===== src/rtl/pcm_serial_rx.sv =====
module pcm_serial_rx #(
  parameter int WORD_W = 24,
  parameter int CNT_W  = 11,
  parameter int BIT_W  = 6
)(
  input  logic              mclk,
  input  logic              rst_n,
  input  logic              lrck,
  input  logic              bck_in,
  input  logic              sdata,
  output logic [WORD_W-1:0] left_word,
  output logic [WORD_W-1:0] right_word,
  output logic              word_strobe
);
  localparam int FRAME_BITS = 64;
  localparam int IDX_W      = $clog2(WORD_W);
  localparam logic [CNT_W-1:0] RATIO_LO  = CNT_W'(4 * FRAME_BITS);
  localparam logic [CNT_W-1:0] RATIO_MID = CNT_W'(6 * FRAME_BITS);
  localparam logic [CNT_W-1:0] RATIO_HI  = CNT_W'(8 * FRAME_BITS);

  logic              lr_q, bk_q, started, locked, seen, ext;
  logic [CNT_W-1:0]  cnt, prev_cnt;
  logic [3:0]        div, ph;
  logic [BIT_W-1:0]  bitn;
  logic [WORD_W-1:0] shreg, left_hold;

  logic lr_edge, lr_rise, bk_rise, legal, new_lock, ph_last, cap;
  logic [3:0]        div_next;
  logic [IDX_W-1:0]  wr_idx;
  logic [CNT_W-1:0]  cnt_inc;
  logic [BIT_W-1:0]  bitn_inc;

  assign lr_edge  = lrck ^ lr_q;
  assign lr_rise  = lrck & ~lr_q;
  assign bk_rise  = bck_in & ~bk_q;
  assign legal    = (cnt == RATIO_LO) || (cnt == RATIO_MID) || (cnt == RATIO_HI);
  assign new_lock = started && legal && (cnt == prev_cnt);
  assign div_next = 4'(cnt >> $clog2(FRAME_BITS));
  assign ph_last  = (ph == div - 4'd1);
  assign cap      = !lr_edge && (bitn < BIT_W'(WORD_W)) &&
                    (ext ? bk_rise : (ph == (div >> 1)));
  assign wr_idx   = IDX_W'(WORD_W - 1 - int'(bitn));
  assign cnt_inc  = cnt + CNT_W'(cnt != '1);
  assign bitn_inc = bitn + BIT_W'(bitn != '1);

  always_ff @(posedge mclk or negedge rst_n) begin
    if (!rst_n) begin
      lr_q        <= 1'b0;
      bk_q        <= 1'b0;
      started     <= 1'b0;
      locked      <= 1'b0;
      seen        <= 1'b0;
      ext         <= 1'b0;
      cnt         <= '0;
      prev_cnt    <= '0;
      div         <= 4'd8;
      ph          <= '0;
      bitn        <= '0;
      shreg       <= '0;
      left_hold   <= '0;
      left_word   <= '0;
      right_word  <= '0;
      word_strobe <= 1'b0;
    end else begin
      lr_q        <= lrck;
      bk_q        <= bck_in;
      word_strobe <= 1'b0;

      if (lr_edge) begin
        ph    <= 4'd1;
        bitn  <= '0;
        shreg <= '0;
        if (lr_q) left_hold <= shreg;
      end else begin
        ph <= ph_last ? 4'd0 : ph + 4'd1;
        if (ext ? cap : ph_last) bitn <= bitn_inc;
        if (cap) shreg[wr_idx] <= sdata;
      end

      if (lr_rise) begin
        started  <= 1'b1;
        prev_cnt <= started ? cnt : '0;
        locked   <= new_lock;
        if (new_lock) div <= div_next;
        ext      <= seen;
        seen     <= 1'b0;
        cnt      <= CNT_W'(1);
        if (locked && new_lock) begin
          left_word   <= left_hold;
          right_word  <= shreg;
          word_strobe <= 1'b1;
        end
      end else begin
        cnt <= cnt_inc;
        if (bk_rise) seen <= 1'b1;
      end
    end
  end
endmodule


===== config.mk =====
export PLATFORM = sky130hd
export DESIGN_NAME = pcm_serial_rx
export DESIGN_NICKNAME = d
export VERILOG_FILES = /design/src/rtl/pcm_serial_rx.sv
export SDC_FILE = /design/constraint.sdc
export NUM_CORES = 1
export LEC_CHECK = 0
export BUFFER_PORTS_ARGS = -buffer_cell sky130_fd_sc_hd__buf_2
export CAP_MARGIN = 0
export CORE_UTILIZATION = 30
export DETAILED_ROUTE_END_ITERATION = 16
export GPL_ROUTABILITY_DRIVEN = 0
export GPL_TIMING_DRIVEN = 0
export PLACE_DENSITY = 0.53
export SLEW_MARGIN = 20
export SYNTH_ARGS = -nofsm -noshare
export SYNTH_HDL_FRONTEND = slang
export SYNTH_SLANG_ARGS = --single-unit

===== constraint.sdc =====
create_clock -name mclk -period 3.7 [get_ports mclk]
set_clock_uncertainty 0.15 [all_clocks]
set_input_delay 0.185 -clock mclk [delete_from_list [all_inputs] [get_ports mclk]]
set_output_delay 0.185 -clock mclk [all_outputs]
set_load 0.01 [all_outputs]

==> run_results.csv <==
group,metric,value,unit
detailed_routing,routed_via_density,4.64,
timing,fin_crit_sh,0.705,
timing,slew-limit-headroom,0.477,
place,place_area,0.00669,mm2
worst_setup_path,reg2reg_to,"left_word[22]",
timing,final-max-slew-violation-count,0,
synth,synth_top_area_frac,0.570,
floorplan,pin_count,54,
timing,hold_viol,0,
global_routing,grt_max_degree,84,
detailed_routing,routed_wl,12500,um
synth,synth_area_per_cell,12.4,um2
detailed_routing,wl_met1,6180,um
worst_setup_path,critPathKind,"input pin to flop",
worst_setup_path,cp.arrival,2770,ps
synth,synth_edf_count,0,
detailed_routing,first_iter_violations,210,
synth,synth_async_sr_flop_share,1.00,
worst_setup_path,critPathSlowestCell,"dlygate4sd3_1",
timing,timing.final.crit_period,2610,ps
worst_setup_path,crit_cells,10,
finish,stdcell_area,0.00734,mm2
global_routing,grt_pass1_vias,4111,
synth,ys_seq_elements,139,
min_path,hp-class,"input pin to asynchronous set/reset pin",
clocking,ctsRootBufferMaster,"clkbuf_16",
finish,nets,578,
timing,setup_viol,0,
outcome,status,"finished, final reports clean",
place,post-dp-hpwl,8580,um
synth,ys_types,41,
clocking,cts_tree,"done",
finish,layout-drive-gt1-share,0.310,
floorplan,die_x,144,um
detailed_routing,detail_route.wl_per_cell,14.9,um
synth,syn_area,0.00605,mm2
synth,syn-num-nets,501,
global_routing,grt_use_total,0.134,
worst_setup_path,required,3860,ps
synth,synth_cells,488,
power_and_ir_drop,p_leak,3.74,nW
global_routing,grt_first_pass_wirelength,21000,um
timing,rsz0062_at_grt,"no",
floorplan,fp.coreArea,0.0196,mm2
timing,fmax,384,MHz
clocking,cts.htree.levels,4,
power_and_ir_drop,p_per_area,500,mW/mm2
worst_setup_path,ff2ff_setup_slack,1100,ps
worst_setup_path,worstReg2RegStart,"cnt[2]",
timing,setup_tns,0,ps
worst_setup_path,cp-end-kind,"flop",
synth,synthFlopType,"dfrtp_1",
timing,holdWs,116,ps
detailed_routing,routed.top_layer,"met4",
clocking,clk_pin_slew_worst_paths,60,ps
clocking,clk_latency,420,ps
global_routing,overflow,0,
detailed_routing,dr.pass1.iters,5,
synth,yosysMostFrequentCell,"dfrtp_1",
detailed_routing,vias,3913,
floorplan,die-height,144,um
job,maxCapViolCount,0,
synth,synth_commonest_cells,"dfrtp_1, mux2_2, nand3_1",
finish,diodes,0,
detailed_routing,post-route-drc-count,0,
worst_setup_path,critical_path.max_fanout,10,
synth,yosys_warnings,0,
synth,yosysSeqAreaShare,0.575,
worst_setup_path,rr_worst_depth,7,
floorplan,initial_utilization,0.309,
global_routing,antenna_found_initial,0,
worst_setup_path,critPathMaxStageDelay,520,ps
clocking,cts.sinks,139,
floorplan,num_rows,51,
synth,synth_area_leaders,"dfrtp_1, mux2_2, mux2_4, mux2i_1, nand3_1",
detailed_routing,route.met3.wl,356,um
timing,worst_pin_slew,776,ps
synth,yosysTopAreaCell,"dfrtp_1",
detailed_routing,wl_met2,5720,um
clocking,cts_buffers,17,
clocking,cts_resized,0,
finish,area_growth,21.2,%
floorplan,dieArea,0.0208,mm2
worst_setup_path,crit_family,"simple AND/OR/NAND/NOR gates",
worst_setup_path,crit_chain,"dlygate4sd3_1 -> buf_2 -> ha_1 -> nor4b_1 -> nand2_1 -> nor4_4 -> nand2_2 -> buf_6 -> buf_6 -> mux2_4",
worst_setup_path,worst_setup_path_start_kind,"input pin",
detailed_routing,ant_nets,0,
place,numPortBuffers,53,
worst_setup_path,cp_num_buf_inv,4,
clocking,clockBufferDepth,2,
power_and_ir_drop,irDropWorstVdd,0.300,mV
worst_setup_path,path_common_cell,"buf_6",
[cells by family (layout without fill, tap and decap cells)]
group | after synthesis | count (layout) | share of synthesized area
adders and majority gates | 8 | 8 | 0.0165
buffers and inverters | 49 | 139 | 0.0362
and+or+nand+nor | 141 | 141 | 0.119
AOI/OAI and AO/OA | 31 | 31 | 0.0308
DFF | 139 | 139 | 0.575
muxes | 101 | 101 | 0.195
xor gates and xnor gates | 19 | 19 | 0.0275
[layer usage]
layer  up-vias  track usage
met5         -            0
met3        20       0.0265
li1       1847            -
met4         0       0.0627
met2        65        0.204
met1      1981        0.182
[stage by stage]
stage                     setup slack, ps  power (mW)  cells  utilization
after floorplan                      1440        1.83    488            -
final                                1090        3.67    843        0.375
after CTS                            1100        3.71    843        0.375
after global routing                  823        3.83    843        0.375
after global placement                413        1.92    806        0.339
after detailed placement             1110        1.94    807        0.341
[state kept, by name (all words and copies together) (netlist names), 4 cells and up]
signal      count
div             4
shreg          24
left_word      24
left_hold      24
right_word     24
cnt            11
ph              4
prev_cnt       11
bitn            6
[cell type report]
type,instances,area (um2)
clock inverters,14,173
clock buffers,18,439
fillers,1941,12300
well taps,265,332
flip-flops and latches,139,3480
inverters,21,78.8
repair buffers,58,343
plain buffers,28,140
multi-input cells,300,2350
[worst max path at each step]
stage,from,endpoint,slack (ps)
3_5_place_dp,cnt[2],left_word[14],1110
4_1_cts,lrck,left_word[20],1100
3_3_place_gp,rst_n,right_word[9],410
2_1_floorplan,lr_q,left_word[10],1440
5_1_grt,lrck,left_word[20],820
6_report,lrck,left_word[22],1090
[layout by cell type, fill, tap and decap left out, drive strengths merged, types with 4 or more instances in the layout]
cell           n
dfrtp        138
mux2          75
buf           64
nand3         44
nand2         42
clkbuf        36
inv           29
mux2i         26
nor2          18
o21ai         18
xnor2         11
xor2           8
ha             8
a21oi          6
nand4          5
nor4           5
or3            4
dlygate4sd3    4
[timing repair]
item	in CTS	in global routing
hold buffers	4	0
buffers inserted	0	0
endpoints found under the hold margin	69	0
endpoints found under the setup margin	0	0
[power by group]
group / switching (mW) / internal (mW) / total [mW]
Sequential: 0.0648 / 1.57 / 1.64
Combinational: 0.170 / 0.102 / 0.272
Clock: 0.722 / 1.04 / 1.76
No activity file was read; power rests on OpenSTA's default activity.
